File: config.mk
export PLATFORM = sky130hd
export DESIGN_NAME = ps2m_decoder
export DESIGN_NICKNAME = d
export VERILOG_FILES = /design/src/rtl/ps2m_pkg.sv /design/src/rtl/ps2m_word_rx.sv /design/src/rtl/ps2m_packet_asm.sv /design/src/rtl/ps2m_decoder.sv
export SDC_FILE = /design/constraint.sdc
export NUM_CORES = 1
export LEC_CHECK = 0
export ABC_AREA = 1
export BUFFER_PORTS_ARGS = -buffer_cell sky130_fd_sc_hd__buf_2
export CAP_MARGIN = 10
export CORE_UTILIZATION = 59
export CTS_CLUSTER_DIAMETER = 150
export CTS_CLUSTER_SIZE = 24
export DETAILED_ROUTE_END_ITERATION = 8
export GPL_ROUTABILITY_DRIVEN = 0
export PLACE_DENSITY_LB_ADDON = 0.1
export SLEW_MARGIN = 5
export SYNTH_ARGS = -nofsm -noshare
export SYNTH_HDL_FRONTEND = slang
export SYNTH_SLANG_ARGS = --single-unit
File: constraint.sdc
create_clock -name clk -period 1.8 [get_ports clk]
set_input_delay 0.09 -clock clk [delete_from_list [all_inputs] [get_ports clk]]
set_output_delay 0.09 -clock clk [all_outputs]
set_load 0.005 [all_outputs]
File: src/rtl/ps2m_pkg.sv
// Package: shared constants and types for the PS/2 mouse receiver.
// Assumes the standard 3-byte movement packet with the status byte first.
package ps2m_pkg;
    localparam int BYTE_W   = 8;
    localparam int DISP_W   = BYTE_W + 1;
    localparam int WORD_BITS = 11;
    localparam int ST_LEFT  = 0;
    localparam int ST_RIGHT = 1;
    localparam int ST_MARK  = 3;
    localparam int ST_XSIGN = 4;
    localparam int ST_YSIGN = 5;
    localparam int ST_XOVF  = 6;
    localparam int ST_YOVF  = 7;

    typedef enum logic [1:0] {
        COL_STATUS  = 2'd0,
        COL_XMAG    = 2'd1,
        COL_YMAG    = 2'd2,
        COL_DISCARD = 2'd3
    } collect_e;

    typedef struct packed {
        logic                left;
        logic                right;
        logic                ovf_x;
        logic                ovf_y;
        logic [DISP_W-1:0]   dx;
        logic [DISP_W-1:0]   dy;
    } motion_t;
endpackage

File: src/rtl/ps2m_word_rx.sv
// Module: receives one framed 11-bit PS/2 word at a time.
// Assumes ps2_clk_i/ps2_dat_i are already synchronous to clk. Bits are taken
// on falling edges of the mouse clock. A long idle gap raises gap_o for one
// cycle and abandons any partial word.
module ps2m_word_rx
    import ps2m_pkg::*;
#(
    parameter int IDLE_LIMIT = 100000
) (
    input  logic              clk,
    input  logic              rst_n,
    input  logic              ps2_clk_i,
    input  logic              ps2_dat_i,
    output logic              word_ok_o,
    output logic              word_bad_o,
    output logic [BYTE_W-1:0] word_data_o,
    output logic              gap_o
);
    localparam int CNT_W  = $clog2(WORD_BITS + 1);
    localparam int TMR_W  = $clog2(IDLE_LIMIT + 1);
    localparam int SH_W   = WORD_BITS - 1;
    localparam logic [CNT_W-1:0] LAST_BIT = CNT_W'(WORD_BITS - 1);
    localparam logic [TMR_W-1:0] TMR_MAX  = TMR_W'(IDLE_LIMIT);

    logic              clk_q;
    logic              fall;
    logic [CNT_W-1:0]  bit_cnt;
    logic [SH_W-1:0]   shreg;
    logic [SH_W-1:0]   sh_next;
    logic [TMR_W-1:0]  idle_tmr;
    logic              gap_hit;

    assign fall    = clk_q & ~ps2_clk_i;
    assign sh_next = {ps2_dat_i, shreg[SH_W-1:1]};
    assign gap_hit = ~fall && (idle_tmr == TMR_MAX - 1'b1);

    // Remember the previous mouse clock level for edge detection.
    always_ff @(posedge clk) begin
        if (!rst_n) clk_q <= 1'b1;
        else        clk_q <= ps2_clk_i;
    end

    // Idle timer: cleared by each falling edge, saturates at the limit.
    always_ff @(posedge clk) begin
        if (!rst_n) begin
            idle_tmr <= '0;
            gap_o    <= 1'b0;
        end else begin
            gap_o <= gap_hit;
            if (fall)                    idle_tmr <= '0;
            else if (idle_tmr != TMR_MAX) idle_tmr <= idle_tmr + 1'b1;
        end
    end

    // Bit counter and shift register; emits a checked word after the stop bit.
    always_ff @(posedge clk) begin
        if (!rst_n) begin
            bit_cnt     <= '0;
            shreg       <= '0;
            word_ok_o   <= 1'b0;
            word_bad_o  <= 1'b0;
            word_data_o <= '0;
        end else begin
            word_ok_o  <= 1'b0;
            word_bad_o <= 1'b0;
            if (gap_hit) begin
                bit_cnt <= '0;
            end else if (fall) begin
                if (bit_cnt == '0) begin
                    if (!ps2_dat_i) bit_cnt <= CNT_W'(1);
                end else begin
                    shreg <= sh_next;
                    if (bit_cnt == LAST_BIT) begin
                        bit_cnt     <= '0;
                        word_data_o <= sh_next[BYTE_W-1:0];
                        if ((^sh_next[BYTE_W:0]) && sh_next[SH_W-1])
                            word_ok_o  <= 1'b1;
                        else
                            word_bad_o <= 1'b1;
                    end else begin
                        bit_cnt <= bit_cnt + 1'b1;
                    end
                end
            end
        end
    end
endmodule

File: src/rtl/ps2m_packet_asm.sv
// Module: gathers status, X and Y bytes into one movement packet.
// Assumes word strobes last one cycle. An error blocks collection until the
// next idle gap. A status byte without its marker bit is dropped.
module ps2m_packet_asm
    import ps2m_pkg::*;
(
    input  logic              clk,
    input  logic              rst_n,
    input  logic              word_ok_i,
    input  logic              word_bad_i,
    input  logic [BYTE_W-1:0] word_data_i,
    input  logic              gap_i,
    output motion_t           motion_o,
    output logic              pkt_valid_o,
    output logic              frame_err_o
);
    collect_e          state;
    logic [BYTE_W-1:0] status_q;
    logic [BYTE_W-1:0] xmag_q;

    // Collection state machine with capture of the first two bytes.
    always_ff @(posedge clk) begin
        if (!rst_n) begin
            state       <= COL_STATUS;
            status_q    <= '0;
            xmag_q      <= '0;
            pkt_valid_o <= 1'b0;
            frame_err_o <= 1'b0;
        end else begin
            pkt_valid_o <= 1'b0;
            frame_err_o <= 1'b0;
            if (gap_i) begin
                state <= COL_STATUS;
            end else if (word_bad_i && state != COL_DISCARD) begin
                state       <= COL_DISCARD;
                frame_err_o <= 1'b1;
            end else if (word_ok_i) begin
                unique case (state)
                    COL_STATUS: begin
                        if (word_data_i[ST_MARK]) begin
                            status_q <= word_data_i;
                            state    <= COL_XMAG;
                        end
                    end
                    COL_XMAG: begin
                        xmag_q <= word_data_i;
                        state  <= COL_YMAG;
                    end
                    COL_YMAG: begin
                        pkt_valid_o <= 1'b1;
                        state       <= COL_STATUS;
                    end
                    default: state <= COL_DISCARD;
                endcase
            end
        end
    end

    // Output register: loads the decoded fields when the third byte lands.
    always_ff @(posedge clk) begin
        if (!rst_n) begin
            motion_o <= '0;
        end else if (word_ok_i && !gap_i && state == COL_YMAG) begin
            motion_o.left  <= status_q[ST_LEFT];
            motion_o.right <= status_q[ST_RIGHT];
            motion_o.ovf_x <= status_q[ST_XOVF];
            motion_o.ovf_y <= status_q[ST_YOVF];
            motion_o.dx    <= {status_q[ST_XSIGN], xmag_q};
            motion_o.dy    <= {status_q[ST_YSIGN], word_data_i};
        end
    end
endmodule

File: src/rtl/ps2m_decoder.sv
// Module: top of the PS/2 mouse receiver; word framing then packet assembly.
// Assumes synchronized inputs and a system clock far faster than 30 kHz.
module ps2m_decoder
    import ps2m_pkg::*;
#(
    parameter int IDLE_LIMIT = 100000
) (
    input  logic              clk,
    input  logic              rst_n,
    input  logic              ps2_clk_i,
    input  logic              ps2_dat_i,
    output logic [DISP_W-1:0] dx_o,
    output logic [DISP_W-1:0] dy_o,
    output logic              btn_left_o,
    output logic              btn_right_o,
    output logic              ovf_x_o,
    output logic              ovf_y_o,
    output logic              pkt_valid_o,
    output logic              frame_err_o
);
    logic              w_ok;
    logic              w_bad;
    logic [BYTE_W-1:0] w_data;
    logic              w_gap;
    motion_t           motion;

    ps2m_word_rx #(.IDLE_LIMIT(IDLE_LIMIT)) u_word (
        .clk         (clk),
        .rst_n       (rst_n),
        .ps2_clk_i   (ps2_clk_i),
        .ps2_dat_i   (ps2_dat_i),
        .word_ok_o   (w_ok),
        .word_bad_o  (w_bad),
        .word_data_o (w_data),
        .gap_o       (w_gap)
    );

    ps2m_packet_asm u_asm (
        .clk         (clk),
        .rst_n       (rst_n),
        .word_ok_i   (w_ok),
        .word_bad_i  (w_bad),
        .word_data_i (w_data),
        .gap_i       (w_gap),
        .motion_o    (motion),
        .pkt_valid_o (pkt_valid_o),
        .frame_err_o (frame_err_o)
    );

    assign dx_o        = motion.dx;
    assign dy_o        = motion.dy;
    assign btn_left_o  = motion.left;
    assign btn_right_o = motion.right;
    assign ovf_x_o     = motion.ovf_x;
    assign ovf_y_o     = motion.ovf_y;
endmodule

### Yosys cells after proc, flatten, opt, wreduce, memory -nomap -nowiden

Index checks and enable logic that the tools add are counted.
W data, S select, Z words.

* register bits: 85
* input port bits: 4
* output and inout port bits: 24

* add/subtract/negate cells: 2
* equal/unequal tests: 8
* mux-type cells: 11
* bitwise logic cells: 10
* reduce and logical (&&, ||, !) cells: 21

Operators with widths (number)
* $add A17 B1 Y17 const B: 1
* $eq A17 B17 Y1 const B: 1
* $ne A17 B17 Y1 const B: 1
* $mux W4: 3
* $not A1 Y1: 9
* $reduce_xor A9 Y1: 1
* $reduce_and A4 Y1: 2
* $mux W2: 3
* $pmux W2 S3: 1
* $reduce_or A2 Y1: 3
* $logic_and A1 B1 Y1: 5
* $reduce_and A5 Y1: 1
* $reduce_or A5 Y1: 1
* $add A4 B1 Y4 const B: 1
* $eq A4 B4 Y1 const B: 1
* $logic_not A4 Y1: 1
* $mux W1: 4
* $ne A2 B2 Y1 const B: 2
* $reduce_and A2 Y1: 2
* $reduce_or A4 Y1: 1
* $ne A3 B2 Y1 const B: 1
* $reduce_and A3 Y1: 1
* $eq A2 B1 Y1 const B: 1
* $eq A2 B2 Y1 const B: 1
* 4 further kinds: 4

### Longest topological paths before layout

Gate-level depths: netlist (run 1).

* depth in word-level cells: 6
* mapped depth: 10
* mapped depth without buffers: 10

### Modules after synthesis

A second synthesis (run 1) with hierarchy kept.

* cell total of the unflattened synthesis: 481
* area, all modules: 3538.4 sq um

Modules (own cells, without submodules)
* ps2m_word_rx: instances 1, cells an instance 273, area an instance 1941.9 sq um, sequential area each 840.8 sq um
* ps2m_packet_asm: instances 1, cells an instance 208, area an instance 1596.5 sq um, sequential area each 800.8 sq um

### Worst setup path before layout (run 1)

Ideal clock, no wire load.

* kind: register -> register
* start point: register u_word.idle_tmr[0]
* end point: register u_word.idle_tmr[12]
* arrival time: 1.227 ns
* required time: 1.681 ns
* slack: 0.454 ns
* stages on the path, launching flop included: 9
* period minus slack after synthesis: 1.346 ns
* cell sequence: dfxtp_1 > ha_1 > nand2_1 > inv_1 > nand4_1 > nor2_1 > nand2_1 > o21ai_0 > a21oi_1

* longest elaborated chain between the ends: 1
* elaborated cells between the ends (all ways): 2
* classes of those cells: 1 x add/sub; 1 x eq/ne

RTL lines
* start: declaration: RTL line ps2m_word_rx.sv:30 `logic [TMR_W-1:0] idle_tmr;`
* start signal: assignment: RTL line ps2m_word_rx.sv:51 `else if (idle_tmr != TMR_MAX) idle_tmr <= idle_tmr + 1'b1;`
* $add A17 B1 Y17 or $ne A17 B17 Y1 (tied branches): RTL line ps2m_word_rx.sv:51

Parallel ways exist; a longest one is shown, timed or not.
A chain may end at the register's enable or synchronous reset.

### Final worst setup path (run 1)

* start point: register u_asm.state[0]
* end point: register u_asm.xmag_q[1]

* longest elaborated chain between the ends: 4
* elaborated cells between the ends (all ways): 5
* classes of those cells: 2 x eq/ne; 1 x bitwise; 2 x reduce/logical

RTL lines
* start: declaration: RTL line ps2m_packet_asm.sv:17 `collect_e state;`
* start signal: assignment: RTL line ps2m_packet_asm.sv:24 `state <= COL_STATUS;`
* start signal: assignment: RTL line ps2m_packet_asm.sv:33 `state <= COL_STATUS;`
* start signal: assignment: RTL line ps2m_packet_asm.sv:35 `state <= COL_DISCARD;`
* $ne A2 B2 Y1: RTL line ps2m_packet_asm.sv:34 `end else if (word_bad_i && state != COL_DISCARD) begin`
* $logic_and A1 B1 Y1: RTL line ps2m_packet_asm.sv:34
* $not A1 Y1 (no line)
* $reduce_and A4 Y1 (no line) *
* end signal: assignment: RTL line ps2m_packet_asm.sv:46 `xmag_q <= word_data_i;`
* end: declaration: RTL line ps2m_packet_asm.sv:19 `logic [BYTE_W-1:0] xmag_q;`

Every way passes the cells marked *; elsewhere a longest branch is shown, timed or not.

==> qor.txt, run 1 <==
======================================================================================================
Inst Count DP                                                                                      541
Number of failing hold endpoints at the final stage                                                  0
Worst slack at placement                                                                      0.214 ns
Proportion of netlist area held by the largest area contributor                                  47.9%
Kind of end point of the critical path                                                            flop
Post-route design area                                                                        3820 um2
Clock H-tree levels                                                                                  3
Post-Layout Cell Count                                                                             558
Deepest clock path buffer count                                                                      2
Area of the placeable core                                                                    5540 um2
Power density over the cells                                                                869 nW/um2
Post-CTS Setup Bufs                                                                                  0
Register Area                                                                                 1640 um2
Average footprint of a synthesized cell                                                       7.58 um2
Post-detailed-route count of antenna-violating nets                                                  0
TritonCTS Sinks                                                                                     82
Library cell occupying the most area in the post-synthesis netlist                        sky130_fd_sc_hd__dfxtp_1
Cell Int Power                                                                                 2.53 mW
Unrepaired setup endpoints after global routing                                                  false
I/O pins                                                                                            28
Initial antenna violation count                                                                      0
Critical Path Start Type                                                                          flop
Layout filler cell count                                                                           474
Highest fanout seen on the critical path                                                            16
Via count of the first global-routing pass                                                        2575
HPWL reported at the end of detailed placement                                                 4.56 mm
Max-cap check violation count                                                                        0
Final setup slack of the worst path                                                           0.208 ns
Number of buffers inserted during clock tree synthesis                                               9
Cts-stage hold buffer count                                                                          1
Iteration count of the initial detailed-routing pass                                                 4
Area delta synth->final                                                                          11.4%
Layout net count                                                                                   494
Cell types with the largest area share after synthesis                                    sky130_fd_sc_hd__dfxtp_1 48%, sky130_fd_sc_hd__o21ai_0 9.3%, sky130_fd_sc_hd__a21oi_1 8.9%
Final setup viols                                                                                    0
Synth top cells by count                                                                  82 x sky130_fd_sc_hd__dfxtp_1, 64 x sky130_fd_sc_hd__o21ai_0, 63 x sky130_fd_sc_hd__inv_1
Clk Latency, worst-skew pair                                                                   0.35 ns
Number of distinct library cell variants in the gate-level netlist after synthesis                  28
Fin Setup TNS                                                                                     0 ns
Via Count                                                                                         2900
Share of post-route cells with drive strength above 1                                            14.0%
Die width                                                                                      78.2 um
Sequence of cells on the critical path                                                    ha_1, nor2_2, nor2_2, inv_2, nor3_4, o21ai_0, a21oi_1
Synth Instances                                                                                    452
WP data required                                                                               2.08 ns
Number of buffers added on ports                                                                    27
Most common cell on crit path                                                             sky130_fd_sc_hd__nor2_2
Final Skew                                                                                  0.00414 ns
Worst Path Class, Setup                                                                   flop to flop
Most frequently used cell type in the post-synthesis netlist                              sky130_fd_sc_hd__dfxtp_1
Clock tree root driver cell                                                               sky130_fd_sc_hd__clkbuf_8
Total wire length                                                                              6.42 mm
GR Overflow Total                                                                                    0
Number of instances resized during post-cts repair                                                   0
Global-route usage over all layers                                                               23.1%
Worst slew pin tran                                                                           0.513 ns
Die outline height                                                                             78.2 um
Worst-case vdd ir drop                                                                        0.446 mV
Number of placement rows                                                                            27
Placement-stage cell area                                                                     3610 um2
Combinational Power Share                                                                         5.4%
Largest net degree at the start of global routing                                                   55
Detailed-route DRC error count                                                                       0
Number of antenna diodes                                                                             0
Fraction of power consumed by the clock network                                                  38.7%
Highest clock rate                                                                             628 MHz
Share of synthesized registers carrying an async set or reset                                       0%
Fraction of the yosys area taken by sequential cells                                             47.9%
Number of nets produced by synthesis                                                               465
Final Cycle Share                                                                                88.5%
Flip-flop and latch count after synthesis                                                           82
Count of flip-flops with a built-in enable after synthesis                                           0
Clock transition at the register clock pins on the worst setup and hold paths after CTS        0.08 ns
Global routing usage on met1                                                                     28.6%
Number of warnings reported in the yosys synthesis log                                               0
Global-route wire length before repair                                                         11.2 mm
M3 GR Usage                                                                                      4.07%
Vias/cell                                                                                         5.20
Status                                                                                    finished, final reports clean
Max-slew violations                                                                                  0
Leakage power total                                                                            1.63 nW
Met2 Resource Use GR                                                                             37.9%
Iter 0 DRT Violations                                                                              146
Grt peak-use layer                                                                                met2
WL per Instance                                                                                11.5 um
Min-Delay Path Class                                                                      input pin to flop
Max_slew headroom                                                                                65.7%
CP max-delay cell                                                                         sky130_fd_sc_hd__nor3_4
Die area                                                                                      6120 um2
Endpoint arrival time on the critical path                                                     1.88 ns
Net switching share of the total power                                                           23.9%
Psw                                                                                           0.792 mW
Post-Synthesis Cell Area                                                                      3430 um2
Sequential fraction of design power                                                              55.9%
Multi-input logic area                                                                        1460 um2
Period minus WS final                                                                          1.59 ns
Starting density of the core                                                                     61.9%
Ys flop type                                                                              sky130_fd_sc_hd__dfxtp_1
Crit path largest cell delay                                                                   0.40 ns
TritonCTS clock tree                                                                               yes
======================================================================================================
-- power by group through the flow --
stage                     Combinational [mW]  Clock, mW  Sequential, mW
final                                  0.180       1.28            1.86
after detailed placement               0.177          0            1.90
after global routing                   0.207       1.40            1.86
after floorplan                        0.144          0            1.89
after global placement                 0.172          0            1.90
after CTS                              0.180       1.32            1.86
-- worst max-delay path: cells and delay by family, from the launching register on --
family | cells | cell delay, ns
compound gates | 2 | 0.30
fa+ha+maj | 1 | 0.20
buf+inv | 1 | 0.05
flops | 1 | 0.38
simple gates | 3 | 0.60
-- routing by layer --
layer,up-vias,share of wire [%],routed length (um)
li1,1516,-,-
met3,11,3.6,234
met4,0,1.8,116
met5,-,0,0
met2,61,47,3020
met1,1312,48,3050
-- cell usage in the layout, fill, tap and decap left out, types with 5 or more instances in the layout --
cell type                  count
sky130_fd_sc_hd__dfxtp_1      82
sky130_fd_sc_hd__o21ai_0      64
sky130_fd_sc_hd__inv_1        63
sky130_fd_sc_hd__a21oi_1      61
sky130_fd_sc_hd__nand2_1      58
sky130_fd_sc_hd__nor2_1       46
sky130_fd_sc_hd__buf_2        27
sky130_fd_sc_hd__nand3_1      15
sky130_fd_sc_hd__ha_1          9
sky130_fd_sc_hd__clkbuf_8      9
sky130_fd_sc_hd__nand4_1       8
sky130_fd_sc_hd__nor3_1        5
sky130_fd_sc_hd__buf_4         5
-- state kept, by name, summed over array words and instances (netlist names) --
register and count:
u_asm.motion_o 22, u_word.idle_tmr 17, u_word.shreg 9, u_asm.xmag_q 8, u_word.word_data_o 8, u_asm.status_q 6
u_word.bit_cnt 4, u_asm.state 2, u_asm.frame_err_o 1, u_asm.pkt_valid_o 1, u_word.clk_q 1, u_word.gap_o 1
u_word.word_bad_o 1, u_word.word_ok_o 1
-- final timing paths --
kind                     startpoint            endpoint  slack [ns]  cells after the start
setup reg to reg     u_asm.state[0]     u_asm.xmag_q[1]        0.21                      7
hold reg to reg   u_asm.status_q[1]  u_asm.motion_o[20]        0.48                      2
hold / removal            ps2_dat_i    u_word.word_ok_o        0.02                      3
setup / recovery     u_asm.state[0]     u_asm.xmag_q[1]        0.21                      7
-- stage by stage --
step                      utilization (%)  hold WS, ns  total power [mW]
after CTS                            68.9      0.00410              3.36
after floorplan                         -        0.187              2.04
after global placement               65.2        0.281              2.07
after detailed placement             65.2        0.292              2.08
after global routing                 68.9       0.0183              3.47
final                                68.9       0.0211              3.32
-- logic make-up (layout without fill, tap and decap cells) --
| family | count (synthesis) | in the layout | synth area share (%) |
|---|---|---|---|
| adders and majority gates | 9 | 9 | 3.28 |
| DFF | 82 | 82 | 47.9 |
| buffers and inverters | 81 | 115 | 9.45 |
| and+or+nand+nor | 148 | 148 | 19.6 |
| AOI/OAI and AO/OA | 129 | 129 | 19.1 |
| xor gates and xnor gates | 3 | 3 | 0.767 |
-- final cells by class --
cell class	count	area share (%)
multi-input cells	289	38.3
clock inverters	7	1.83
clock buffers	9	3.24
inverters	66	6.49
flip-flops and latches	82	43.0
well taps	72	2.36
repair buffers	33	4.78
(Power assumes the default switching activity.)
==> run 2, diff against run 1 <==
Settings changed: CAP_MARGIN 10 to 15, CORE_MARGIN set to 2.
Clock period 1.8 ns to 1.6 ns, I/O delays scaled along.
==> qor.txt, run 2 (same netlist as run 1, synthesis figures left out) <==
======================================================================================================
Status                                                                                    finished, final reports clean
Number of buffers added on ports                                                                    27
Worst-case vdd ir drop                                                                        0.734 mV
Inst Count DP                                                                                      542
TritonCTS clock tree                                                                               yes
Post-detailed-route count of antenna-violating nets                                                  0
Number of flip-flops in the largest register                                                        22
Layout net count                                                                                   503
Sequential fraction of design power                                                              54.2%
Worst slew pin tran                                                                           0.433 ns
Sequence of cells on the critical path                                                    inv_1, ha_1, nand3_2, nor2_4, clkinvlp_4, buf_4, a21oi_1
Critical Path Start Type                                                                          flop
HPWL reported at the end of detailed placement                                                 4.45 mm
Period minus WS final                                                                          1.53 ns
Largest register by flop count                                                            u_asm.motion_o
WP data required                                                                               1.87 ns
Iteration count of the initial detailed-routing pass                                                 4
Power density over the cells                                                                977 nW/um2
Final core utilization                                                                           70.7%
Reg-to-Reg Start                                                                          u_word.bit_cnt[0]
Placement-stage cell area                                                                     3620 um2
Crit path largest cell delay                                                                   0.35 ns
Min-Delay Path Class                                                                      input pin to flop
Highest fanout seen on the critical path                                                             7
GR Overflow Total                                                                                    0
Number of antenna diodes                                                                             0
Family with the most delay on the worst path                                              buffers and inverters
Number of buffers inserted during clock tree synthesis                                               9
Detailed-route DRC error count                                                                       0
Deepest clock path buffer count                                                                      2
Total wire length                                                                              6.80 mm
Total power                                                                                    3.85 mW
Iter 0 DRT Violations                                                                              199
Die outline height                                                                             80.2 um
Endpoint arrival time on the critical path                                                     1.81 ns
Final Cycle Share                                                                                95.8%
Biggest registers after layout                                                            u_asm.motion_o: 22 flops, u_word.idle_tmr: 17 flops, u_word.shreg: 9 flops
Reg2reg path depth                                                                                   7
Via Count                                                                                         2976
Number of cells on the critical path                                                                 7
Global-route wire length before repair                                                         11.1 mm
Die width                                                                                      80.2 um
I/O pins                                                                                            28
Combinational Power Share                                                                         5.4%
Clock tree root driver cell                                                               sky130_fd_sc_hd__clkbuf_8
Cell Int Power                                                                                 2.94 mW
CP max-delay cell                                                                         sky130_fd_sc_hd__dfxtp_2
Clock transition at the register clock pins on the worst setup and hold paths after CTS        0.08 ns
Worst slack at placement                                                                     0.0743 ns
Area delta synth->final                                                                          15.0%
Post-route design area                                                                        3940 um2
Initial antenna violation count                                                                      0
Max-slew violations                                                                                  0
Count of cells along the worst hold path                                                             3
Largest net degree at the start of global routing                                                   55
Net switching share of the total power                                                           23.6%
Fraction of power consumed by the clock network                                                  40.4%
Global-route usage over all layers                                                               21.7%
Share of post-route cells with drive strength above 1                                            17.4%
Final Skew                                                                                  0.00830 ns
Buf/Inv on CP                                                                                        3
Area of the placeable core                                                                    5570 um2
Highest clock rate                                                                             652 MHz
Psw                                                                                           0.909 mW
Starting density of the core                                                                     61.5%
Max_slew headroom                                                                                71.2%
Post-Layout Cell Count                                                                             567
WL per Instance                                                                                12.0 um
Start point of the critical path                                                          u_word.bit_cnt[0]
Number of placement rows                                                                            27
Worst Path Class, Setup                                                                   flop to flop
Kind of end point of the critical path                                                            flop
Final setup viols                                                                                    0
Max-cap check violation count                                                                        0
Worst-case hold slack                                                                        0.0750 ns
Most frequent cells in the layout                                                         79 x sky130_fd_sc_hd__dfxtp_1, 61 x sky130_fd_sc_hd__o21ai_0, 60 x sky130_fd_sc_hd__inv_1, 60 x sky130_fd_sc_hd__a21oi_1, 58 x sky130_fd_sc_hd__nand2_1
Clk Latency, worst-skew pair                                                                   0.34 ns
Number of failing hold endpoints at the final stage                                                  0
Leakage power total                                                                            1.67 nW
Most common cell after layout, fill and taps aside                                        sky130_fd_sc_hd__dfxtp_1
TritonCTS Sinks                                                                                     82
Clock H-tree levels                                                                                  3
Die area                                                                                      6440 um2
Final setup slack of the worst path                                                          0.0667 ns
Fin Setup TNS                                                                                     0 ns
Origin of the worst min-delay path                                                               rst_n
Vias/cell                                                                                         5.25
Via count of the first global-routing pass                                                        2614
======================================================================================================
[run 2: path summary, 6_finish.rpt]
kind,to,slack [ns]
worst max-delay path,u_word.word_data_o[4],0.07
worst min-delay path,u_word.shreg[3],0.07
worst max register to register,u_word.word_data_o[4],0.07
worst min register to register,u_asm.motion_o[20],0.49
[run 2: final cells by class]
cell class	instances	area, um2
Tap cell	72	90.1
Fill cell	474	1630
Clock buffer	11	151
Timing Repair inverter	1	7.51
Multi-Input combinational cell	289	1480
Clock inverter	5	61.3
Sequential cell	82	1650
Timing Repair Buffer	41	249
Inverter	66	251
[run 2: power by group through the flow]
stage          clock network, mW  registers, mW  logic, mW
4_1_cts                     1.58           2.09      0.205
3_5_place_dp                   0           2.14      0.199
5_1_grt                     1.67           2.09      0.240
6_report                    1.56           2.09      0.206
2_1_floorplan                  0           2.13      0.162
3_3_place_gp                   0           2.14      0.192
[run 2: worst min-delay path: cells and delay by family]
family / cells / cell delay [ns]
AO/OA/AOI/OAI: 1 / 0.12
buffers and inverters: 2 / 0.18
[run 2: repair_timing]
item,4_1_cts,5_1_grt
endpoints found under the setup margin,0,15
endpoints found under the hold margin,2,0
hold buffers,2,0
setup buffers,0,6
gates resized for setup,0,18
[run 2: routing by layer]
| layer | GRT usage, % | share of wire, % |
|---|---|---|
| met2 | 37.0 | 49 |
| met3 | 4.61 | 3.8 |
| met1 | 26.5 | 46 |
| met5 | 0 | 0 |
| met4 | 8.64 | 1.6 |
==> run 3, diff against run 2 <==
Settings changed: PLACE_DENSITY_LB_ADDON 0.1 to 0.12, SYNTH_HIERARCHICAL set to 1.
==> qor.txt, run 3 <==
======================================================================================================
Status                                                                                    finished, final reports clean
Proportion of netlist area held by the largest area contributor                                  46.4%
Total power                                                                                    3.88 mW
Most frequent cells in the layout                                                         90 x sky130_fd_sc_hd__nand2_1, 81 x sky130_fd_sc_hd__dfxtp_1, 73 x sky130_fd_sc_hd__nor2_1
Number of distinct library cell variants in the gate-level netlist after synthesis                  30
Cell types with the largest area share after synthesis                                    sky130_fd_sc_hd__dfxtp_1 46%, sky130_fd_sc_hd__nand2_1 9.5%, sky130_fd_sc_hd__nor2_1 8.0%
Die area                                                                                      6630 um2
Max-cap check violation count                                                                        0
Leakage power total                                                                            1.77 nW
Post-Layout Cell Count                                                                             594
Fin Setup TNS                                                                                     0 ns
Unrepaired setup endpoints after global routing                                                  false
Final core utilization                                                                           67.9%
Highest fanout seen on the critical path                                                             6
Deepest clock path buffer count                                                                      2
HPWL reported at the end of detailed placement                                                 4.89 mm
Post-route design area                                                                        3970 um2
Share of post-route cells with drive strength above 1                                            13.1%
TritonCTS clock tree                                                                               yes
Initial antenna violation count                                                                      0
GR Overflow Total                                                                                    0
Worst slew pin tran                                                                           0.503 ns
Total wire length                                                                              6.94 mm
Placement-stage cell area                                                                     3730 um2
Number of failing hold endpoints at the final stage                                                  0
Count of flip-flops with a built-in enable after synthesis                                           0
Clock H-tree levels                                                                                  3
Reg2reg path depth                                                                                   6
Worst-case vdd ir drop                                                                        0.629 mV
I/O pins                                                                                            28
Final setup viols                                                                                    0
Layout filler cell count                                                                           509
Number of flip-flops in the largest register                                                        22
FF-to-FF setup slack                                                                           0.14 ns
Vias/cell                                                                                         5.04
Clock tree root driver cell                                                               sky130_fd_sc_hd__clkbuf_8
Area delta synth->final                                                                          12.3%
Synth top cells by count                                                                  90 x sky130_fd_sc_hd__nand2_1, 82 x sky130_fd_sc_hd__dfxtp_1, 75 x sky130_fd_sc_hd__nor2_1
Die width                                                                                      81.4 um
Hold path endpoint                                                                        u_word/gap_o
Number of warnings reported in the yosys synthesis log                                               6
Worst flop-to-flop path endpoint                                                          u_asm/status_q[6]
Iter 0 DRT Violations                                                                              151
Worst Path Class, Setup                                                                   flop to flop
Area of the placeable core                                                                    5850 um2
WP data required                                                                               1.84 ns
Endpoint arrival time on the critical path                                                     1.71 ns
Period minus WS final                                                                          1.46 ns
Detailed-route DRC error count                                                                       0
Number of nets produced by synthesis                                                               494
Number of buffers inserted during clock tree synthesis                                               9
Worst-case hold slack                                                                        0.0226 ns
Final Skew                                                                                  0.00731 ns
Ys flop type                                                                              sky130_fd_sc_hd__dfxtp_1
Sequence of cells on the critical path                                                    ha_1, inv_1, a21oi_1, nand3_1, nand2_1, nor2_1
Max_slew headroom                                                                                66.5%
Worst slack at placement                                                                      0.127 ns
Final Cycle Share                                                                                91.4%
CP max-delay cell                                                                         sky130_fd_sc_hd__a21oi_1
Critical Path Start Type                                                                          flop
Layout net count                                                                                   527
Share of synthesized registers carrying an async set or reset                                       0%
Reg-to-Reg Start                                                                          u_asm/state[1]
Final setup slack of the worst path                                                           0.137 ns
Iteration count of the initial detailed-routing pass                                                 4
Global-route usage over all layers                                                               22.3%
Starting density of the core                                                                     60.5%
Biggest registers after layout                                                            u_asm/motion_o: 22 flops, u_word/idle_tmr: 17 flops, u_word/shreg: 9 flops
Power density over the cells                                                                978 nW/um2
Highest clock rate                                                                             684 MHz
Flip-flop and latch count after synthesis                                                           82
Number of placement rows                                                                            28
Global-route wire length before repair                                                         11.4 mm
Post-Synthesis Cell Area                                                                      3540 um2
Count of cells along the worst hold path                                                             3
Via count of the first global-routing pass                                                        2593
Inst Count DP                                                                                      577
Synth Instances                                                                                    481
Min-Delay Path Class                                                                      input pin to flop
Most frequently used cell type in the post-synthesis netlist                              sky130_fd_sc_hd__nand2_1
TritonCTS Sinks                                                                                     82
Clock transition at the register clock pins on the worst setup and hold paths after CTS        0.08 ns
WL per Instance                                                                                11.7 um
Post-detailed-route count of antenna-violating nets                                                  0
Average footprint of a synthesized cell                                                       7.36 um2
Via Count                                                                                         2995
Most common cell after layout, fill and taps aside                                        sky130_fd_sc_hd__nand2_1
Library cell occupying the most area in the post-synthesis netlist                        sky130_fd_sc_hd__dfxtp_1
Die outline height                                                                             81.4 um
Largest register by flop count                                                            u_asm/motion_o
Clk Latency, worst-skew pair                                                                   0.34 ns
Kind of end point of the critical path                                                            flop
Fraction of the yosys area taken by sequential cells                                             46.4%
Crit path largest cell delay                                                                   0.42 ns
Max-slew violations                                                                                  0
Number of buffers added on ports                                                                    27
Origin of the worst min-delay path                                                               rst_n
Largest net degree at the start of global routing                                                   37
Number of antenna diodes                                                                             0
======================================================================================================
-- run 3: worst max-delay path, delay by kind of cell, from the launching register on --
kind                       cells  cell delay (ns)
and+or+nand+nor                3             0.29
DFF                            1             0.39
adders and majority gates      1             0.19
buffers and inverters          1             0.08
AOI/OAI and AO/OA              1             0.42
-- run 3: worst max path at each step --
stage,from,endpoint,slack [ns],cells past startpoint
final,u_asm/state[1],u_asm/status_q[6],0.14,6
after global routing,u_word/idle_tmr[1],u_word/idle_tmr[10],0.003,6
after CTS,u_word/idle_tmr[0],u_word/idle_tmr[10],0.08,6
after detailed placement,u_word/idle_tmr[0],u_word/idle_tmr[10],0.13,6
after global placement,u_word/idle_tmr[0],u_word/idle_tmr[10],0.17,6
after floorplan,u_word/idle_tmr[0],u_word/idle_tmr[10],0.25,6
-- run 3: cell type report --
class                           count  area, um2  area share [%]
Clock buffer                       11        141            3.56
Clock inverter                      5       77.6            1.95
Inverter                           62        233            5.86
Multi-Input combinational cell    324       1590            39.9
Sequential cell                    82       1640            41.4
Tap cell                           75       93.8            2.36
Timing Repair Buffer               35        198            4.98
-- run 3: where the power goes --
part	switching (mW)	internal [mW]
registers	0.0200	2.06
clock network	0.719	0.917
logic	0.111	0.0590
-- run 3: cells by family (layout without fill, tap and decap cells) --
kind of cell / after synthesis / in the layout / synth area share, %
flops: 82 / 82 / 46.4
fa+ha+maj: 9 / 9 / 3.18
simple gates: 223 / 223 / 27.5
compound gates: 86 / 86 / 12.3
xor+xnor: 6 / 6 / 1.49
buf+inv: 75 / 113 / 9.12
-- run 3: repair_timing --
action,in CTS,in global routing
hold buffers,1,0
setup buffers,0,0
gates resized for setup,0,6
endpoints found under the setup margin,0,13
hold endpoints to repair,1,0
-- run 3: per-layer routing --
layer	global-route usage [%]	vias to the layer above	part of all wire (%)
met5	0	-	0
met4	9.83	0	1.5
met3	4.29	10	3.7
met2	36.9	52	47
met1	28.5	1336	48
li1	-	1597	-
